<file path="src/rtl/wt_pkg.sv">
package wt_pkg;
  localparam int REG_AW  = 3;
  localparam int MATCH_N = 3;
  localparam int ST_W    = MATCH_N + 2;
  localparam int ST_IVL  = 0;
  localparam int ST_MT0  = 1;
  localparam int ST_OVF  = MATCH_N + 1;

  localparam int CB_HALT    = 0;
  localparam int CB_IVL     = 1;
  localparam int CB_DOWN    = 2;
  localparam int CB_RESTART = 3;
  localparam int CB_DIV_LO  = 8;

  typedef enum logic [REG_AW-1:0] {
    A_CTRL = 3'd0,
    A_IVAL = 3'd1,
    A_MT0  = 3'd2,
    A_MT1  = 3'd3,
    A_MT2  = 3'd4,
    A_IEN  = 3'd5,
    A_STS  = 3'd6,
    A_CNT  = 3'd7
  } reg_addr_e;
endpackage

</file>
<file path="src/rtl/wt_prescaler.sv">
module wt_prescaler #(
  parameter int PW = 8
) (
  input  logic          clk,
  input  logic          rst_n,
  input  logic          run,
  input  logic          restart,
  input  logic [PW-1:0] div,
  output logic          tick
);
  localparam logic [PW-1:0] P_ONE = PW'(1);

  logic [PW-1:0] pc;

  assign tick = run && (pc == div);

  always_ff @(posedge clk or negedge rst_n) begin
    if (!rst_n)       pc <= '0;
    else if (restart) pc <= '0;
    else if (run)     pc <= (pc == div) ? '0 : pc + P_ONE;
  end
endmodule

</file>
<file path="src/rtl/wt_count_core.sv">
module wt_count_core #(
  parameter int CW = 32
) (
  input  logic          clk,
  input  logic          rst_n,
  input  logic          adv,
  input  logic          restart,
  input  logic          ld_down,
  input  logic          ld_ivl,
  input  logic          down,
  input  logic          ivl,
  input  logic [CW-1:0] interval,
  output logic [CW-1:0] cnt,
  output logic [CW-1:0] cnt_nxt,
  output logic          step,
  output logic          wrap
);
  localparam logic [CW-1:0] ONE = CW'(1);

  // Highest legal count: interval-1 in interval mode, all-ones otherwise.
  function automatic logic [CW-1:0] top_value(input logic ivl_on,
                                              input logic [CW-1:0] iv);
    if (ivl_on && (iv != '0)) return iv - ONE;
    return '1;
  endfunction

  // One step with fold-back; MSB of result flags the wrap.
  function automatic logic [CW:0] advance(input logic [CW-1:0] cur,
                                          input logic [CW-1:0] top,
                                          input logic          dn);
    if (!dn)
      return (cur >= top) ? {1'b1, {CW{1'b0}}} : {1'b0, cur + ONE};
    return ((cur == '0) || (cur > top)) ? {1'b1, top} : {1'b0, cur - ONE};
  endfunction

  logic [CW-1:0] run_top, ld_top;
  logic          wrap_c;

  always_comb begin
    run_top           = top_value(ivl, interval);
    ld_top            = top_value(ld_ivl, interval);
    {wrap_c, cnt_nxt} = advance(cnt, run_top, down);
  end

  assign step = adv && !restart;
  assign wrap = step && wrap_c;

  always_ff @(posedge clk or negedge rst_n) begin
    if (!rst_n)       cnt <= '0;
    else if (restart) cnt <= ld_down ? ld_top : '0;
    else if (step)    cnt <= cnt_nxt;
  end
endmodule

</file>
<file path="src/rtl/wt_match_bank.sv">
module wt_match_bank #(
  parameter int CW = 32,
  parameter int NM = 3
) (
  input  logic                   clk,
  input  logic                   rst_n,
  input  logic [NM-1:0]          wr_sel,
  input  logic [CW-1:0]          wr_data,
  input  logic                   step,
  input  logic [CW-1:0]          cnt_nxt,
  output logic [NM-1:0][CW-1:0]  mval,
  output logic [NM-1:0]          hit
);
  for (genvar k = 0; k < NM; k++) begin : g_cmp
    always_ff @(posedge clk or negedge rst_n) begin
      if (!rst_n)         mval[k] <= '0;
      else if (wr_sel[k]) mval[k] <= wr_data;
    end
    assign hit[k] = step && (cnt_nxt == mval[k]);
  end
endmodule

</file>
<file path="src/rtl/wrap_timer.sv">
module wrap_timer
  import wt_pkg::*;
#(
  parameter int CW = 32,
  parameter int PW = 8
) (
  input  logic              clk,
  input  logic              rst_n,
  input  logic              wr_en,
  input  logic              rd_en,
  input  logic [REG_AW-1:0] addr,
  input  logic [CW-1:0]     wr_data,
  output logic [CW-1:0]     rd_data,
  output logic              irq
);
  localparam int DIV_HI = CB_DIV_LO + PW - 1;

  logic          halt_q, ivl_q, down_q;
  logic [PW-1:0] div_q;
  logic [CW-1:0] interval_q;
  logic [ST_W-1:0] ien_q, sts_q;

  logic ctrl_wr, restart_w, ld_down_w, ld_ivl_w, sts_clr_w;
  logic tick_w, step_w, wrap_w;
  logic [CW-1:0] cnt_w, cnt_nxt_w;
  logic [MATCH_N-1:0] hit_w, msel_w;
  logic [MATCH_N-1:0][CW-1:0] mval_w;
  logic [ST_W-1:0] evt_w;
  logic [CW-1:0] ctrl_rd;
  logic unused_bits;

  assign ctrl_wr   = wr_en && (addr == A_CTRL);
  assign restart_w = ctrl_wr && wr_data[CB_RESTART];
  assign ld_down_w = wr_data[CB_DOWN];
  assign ld_ivl_w  = wr_data[CB_IVL];
  assign sts_clr_w = rd_en && (addr == A_STS);
  assign unused_bits = ^{wr_data[CB_DIV_LO-1:CB_RESTART+1], wr_data[CW-1:DIV_HI+1]};

  for (genvar k = 0; k < MATCH_N; k++) begin : g_msel
    assign msel_w[k] = wr_en && (addr == REG_AW'(int'(A_MT0) + k));
  end

  always_ff @(posedge clk or negedge rst_n) begin
    if (!rst_n) begin
      halt_q     <= 1'b1;
      ivl_q      <= 1'b0;
      down_q     <= 1'b0;
      div_q      <= '0;
      interval_q <= '0;
      ien_q      <= '0;
    end else if (wr_en) begin
      case (addr)
        A_CTRL: begin
          halt_q <= wr_data[CB_HALT];
          ivl_q  <= wr_data[CB_IVL];
          down_q <= wr_data[CB_DOWN];
          div_q  <= wr_data[DIV_HI:CB_DIV_LO];
        end
        A_IVAL:  interval_q <= wr_data;
        A_IEN:   ien_q      <= wr_data[ST_W-1:0];
        default: ;
      endcase
    end
  end

  wt_prescaler #(.PW(PW)) u_presc (
    .clk     (clk),
    .rst_n   (rst_n),
    .run     (!halt_q),
    .restart (restart_w),
    .div     (div_q),
    .tick    (tick_w)
  );

  wt_count_core #(.CW(CW)) u_core (
    .clk      (clk),
    .rst_n    (rst_n),
    .adv      (tick_w),
    .restart  (restart_w),
    .ld_down  (ld_down_w),
    .ld_ivl   (ld_ivl_w),
    .down     (down_q),
    .ivl      (ivl_q),
    .interval (interval_q),
    .cnt      (cnt_w),
    .cnt_nxt  (cnt_nxt_w),
    .step     (step_w),
    .wrap     (wrap_w)
  );

  wt_match_bank #(.CW(CW), .NM(MATCH_N)) u_match (
    .clk     (clk),
    .rst_n   (rst_n),
    .wr_sel  (msel_w),
    .wr_data (wr_data),
    .step    (step_w),
    .cnt_nxt (cnt_nxt_w),
    .mval    (mval_w),
    .hit     (hit_w)
  );

  // Wrap kind follows the mode: interval event or overflow event.
  assign evt_w = {wrap_w && !ivl_q, hit_w, wrap_w && ivl_q};

  always_ff @(posedge clk or negedge rst_n) begin
    if (!rst_n) sts_q <= '0;
    else        sts_q <= (sts_clr_w ? '0 : sts_q) | evt_w;
  end

  assign irq = |(sts_q & ien_q);

  always_comb begin
    ctrl_rd                   = '0;
    ctrl_rd[CB_HALT]          = halt_q;
    ctrl_rd[CB_IVL]           = ivl_q;
    ctrl_rd[CB_DOWN]          = down_q;
    ctrl_rd[DIV_HI:CB_DIV_LO] = div_q;
  end

  always_comb begin
    case (addr)
      A_CTRL:  rd_data = ctrl_rd;
      A_IVAL:  rd_data = interval_q;
      A_MT0:   rd_data = mval_w[0];
      A_MT1:   rd_data = mval_w[1];
      A_MT2:   rd_data = mval_w[2];
      A_IEN:   rd_data = CW'(ien_q);
      A_STS:   rd_data = CW'(sts_q);
      default: rd_data = cnt_w;
    endcase
  end
endmodule

</file>
<file path="config.mk">
export PLATFORM = sky130hd
export DESIGN_NAME = wrap_timer
export DESIGN_NICKNAME = d
export VERILOG_FILES = /design/src/rtl/wt_pkg.sv /design/src/rtl/wt_prescaler.sv /design/src/rtl/wt_count_core.sv /design/src/rtl/wt_match_bank.sv /design/src/rtl/wrap_timer.sv
export SDC_FILE = /design/constraint.sdc
export NUM_CORES = 1
export LEC_CHECK = 0
export BUFFER_PORTS_ARGS = -buffer_cell sky130_fd_sc_hd__buf_2
export CORE_ASPECT_RATIO = 0.9
export CORE_MARGIN = 1
export CORE_UTILIZATION = 48
export CTS_BUF_LIST = sky130_fd_sc_hd__clkbuf_2 sky130_fd_sc_hd__clkbuf_4 sky130_fd_sc_hd__clkbuf_8
export DETAILED_ROUTE_END_ITERATION = 10
export PLACE_DENSITY = 0.64
export RECOVER_POWER = 25
export REMOVE_ABC_BUFFERS = 1
export SLEW_MARGIN = 0
export SYNTH_ARGS = -nofsm -noshare
export SYNTH_HDL_FRONTEND = slang
export SYNTH_SLANG_ARGS = --single-unit
</file>
<file path="constraint.sdc">
create_clock -name clk -period 10.2 [get_ports clk]
set_input_delay 0.51 -clock clk [delete_from_list [all_inputs] [get_ports clk]]
set_output_delay 0.51 -clock clk [all_outputs]
set_load 0.05 [all_outputs]
</file>
==> impl_metrics.ini <==
[status]
status = finished with violations
violations = max-capacitance violations, max-slew violations

[sta]
worst_pin_slew_ns = 4.16
final-max-slew-violation-count = 250
fin_setup_tns_ns = 0
min_period_ns = 8.09
finalClockSkew_ns = 0.0260
rsz0062_at_grt = false
layout_worst_path_cycle_share_pct = 79.3
setup_viol = 0
max_freq_mhz = 124
hold_viol = 0
holdWs_ns = 0.282
maxSlewHeadroom_pct = -177

[synth]
ys_ff_latch = 189
synth_top_area_share_pct = 35.3
synthesis.area_mm2 = 0.0133
yosysSeqAreaShare_pct = 35.5
synthCells = 1396
ys_top_cells_by_count = dfrtp_1, mux2_2, a21oi_1
synth.top_cells.by_area = dfrtp_1, mux2_2, xnor2_1
synth_edf_count = 0
async_flop_share_pct = 100
synth.most_common_cell = dfrtp_1
ys_warn_count = 0
yosysTopAreaCell = dfrtp_1
syn_area_per_cell_um2 = 9.56
yosysUniqueCellTypes = 70
yosys_most_used_dff = dfrtp_1

[placed_design]
place_congestion = 0.979
io_buffers = 71
post_dp_cell_area_mm2 = 0.0139
dpl.hpwl_um = 34600
place_inst = 1742

[cts]
cts.htree.levels = 4
clk_pin_slew_ns = 0.12
cts_tree = built
cts_resized = 0
clock_sinks = 189
cts_setup_buffers = 0
ctsLongestPathBuffers = 2
cts_root_buf = clkbuf_8
cts_inserted_buffers = 17
insertion_delay_ns = 0.50

[finish]
layout-drive-gt1-share_pct = 22.2
fin_util_pct = 52.7
fillCellCount = 2519
antenna_cells = 0
final_cells = 1775
area_delta_synth_final_pct = 7.27
nNetsFinal = 1484
fin_area_mm2 = 0.0143

[pwr]
p_int_mw = 1.88
cellLeakagePower_nw = 5.78
power_frac_seq_pct = 36.9
p_comb_share_pct = 49.2
p_sw_share_pct = 50.6
ir_drop_v = 0.000117
power_density_mw_per_mm2 = 266
clock_power_share_pct = 13.9
p_sw_mw = 1.93

[critical_path]
crit_path_start_kind = flip-flop
cp-end-kind = flip-flop
crit_required_ns = 10.60
worstPathMaxFanout = 16
path_class = reg2reg
arrival_ns = 8.49

[drt]
drt_iter0_drc = 1422
wl_um = 47200
drc = 0
drtPass1Iterations = 5
ant_nets = 0
routedWlPerCell_um = 26.6
avgViaCountPerCell = 6.60
vias = 11700

[global_routing]
grt_first_pass_wirelength_um = 71500
grt_start_max_net_pins = 78
grt_usage_pct = 33.8
antenna_found_initial = 0
grt-ovfl-total = 0
first_global_vias = 11200

[floorplan]
io_pins = 72
die_w_um = 178
rows = 57
dieArea_mm2 = 0.0285
coreArea_mm2 = 0.0272
initial_core_util_pct = 49.1
dieHeight_um = 160

[job]
max-cap-violations = 5

[min_path]
hp-class = in2reg
[worst max-delay path, cell delays in order (launching register included)]
cell and delay (ns):
dfrtp_1 0.47, inv_1 0.11, ha_1 0.20, or4b_1 0.61, nor4_1 0.89, nand4_1 0.57, and2_1 0.57, and2_1 0.27
ha_1 0.29, nand4_1 0.25, nor4_1 0.52, inv_1 0.08, a31oi_1 0.44, nor2_2 0.25, buf_4 0.28, a222oi_1 0.92
xor2_1 0.21, o2111ai_1 0.17, or4_1 0.64, o31ai_1 0.26
[layout by cell type (no fill, tap or decap), types with 37 or more instances in the layout]
cell type / instances
a21oi_1: 112
a221oi_1: 38
buf_2: 70
dfrtp_1: 188
ha_1: 37
mux2_2: 160
nand2_1: 91
nor2_1: 66
o21ai_0: 59
xnor2_1: 100
xor2_1: 72
[state kept, by name (all words and copies together), names as in the netlist]
register      count
u_match.mval     96
interval_q       32
u_core.cnt       32
div_q             8
u_presc.pc        8
ien_q             5
sts_q             5
down_q            1
halt_q            1
ivl_q             1
[cell families after synthesis]
group | count (synthesis) | share of synthesized area (%)
simple gates | 381 | 15.3
buf+inv | 125 | 3.78
fa+ha+maj | 37 | 3.47
xor+xnor | 172 | 11.3
compound gates | 312 | 15.1
mux | 180 | 15.6
flops | 189 | 35.5
[final timing paths]
| check | start | endpoint | slack (ns) | cells past startpoint |
|---|---|---|---|---|
| worst max-delay path | interval_q[0] | sts_q[1] | 2.11 | 19 |
| worst min-delay path | wr_data[23] | u_match.mval[87] | 0.28 | 2 |
| worst max register to register | interval_q[0] | sts_q[1] | 2.11 | 19 |
| worst min register to register | ien_q[1] | ien_q[1] | 0.52 | 2 |
| max in group asynchronous | rst_n | u_core.cnt[3] | 3.38 | 4 |
| min in group asynchronous | rst_n | u_match.mval[27] | 1.55 | 2 |
[routing by layer]
| metal | vias to the layer above | wire (um) | track usage [%] |
|---|---|---|---|
| li1 | 5196 | - | - |
| met4 | 0 | 1470 | 11.4 |
| met5 | - | 0 | 0 |
| met3 | 81 | 4720 | 8.17 |
| met1 | 5799 | 21400 | 50.8 |
| met2 | 647 | 19700 | 46.9 |
[power by group through the flow]
stage,combinational (mW),clock (mW),sequential (mW)
2_1_floorplan,1.28,0,1.21
3_3_place_gp,1.81,0,1.39
3_5_place_dp,1.82,0,1.39
4_1_cts,1.83,0.533,1.38
5_1_grt,2.00,0.560,1.42
6_report,1.87,0.530,1.40
[per-stage QoR]
stage          power, mW  setup WS, ns
5_1_grt             3.98          1.62
6_report            3.80          2.11
2_1_floorplan       2.49          4.19
4_1_cts             3.74          2.28
3_5_place_dp        3.21          2.28
3_3_place_gp        3.21          2.46
[repair_timing]
action / 4_1_cts / 5_1_grt
hold buffers: 1 / 0
endpoints found under the setup margin: 0 / 0
endpoints found under the hold margin: 46 / 0
[layout make-up]
| type | count | area (um^2) | share of cell area [%] |
|---|---|---|---|
| multi-input combinational | 1082 | 8130 | 56.8 |
| sequential | 189 | 4730 | 33.1 |
| timing repair buffer | 96 | 526 | 3.67 |
| tap | 354 | 443 | 3.09 |
| clock buffer | 18 | 241 | 1.69 |
| clock inverter | 14 | 161 | 1.13 |
| inverter | 22 | 82.6 | 0.577 |
Power figures use the tool's default switching activity.
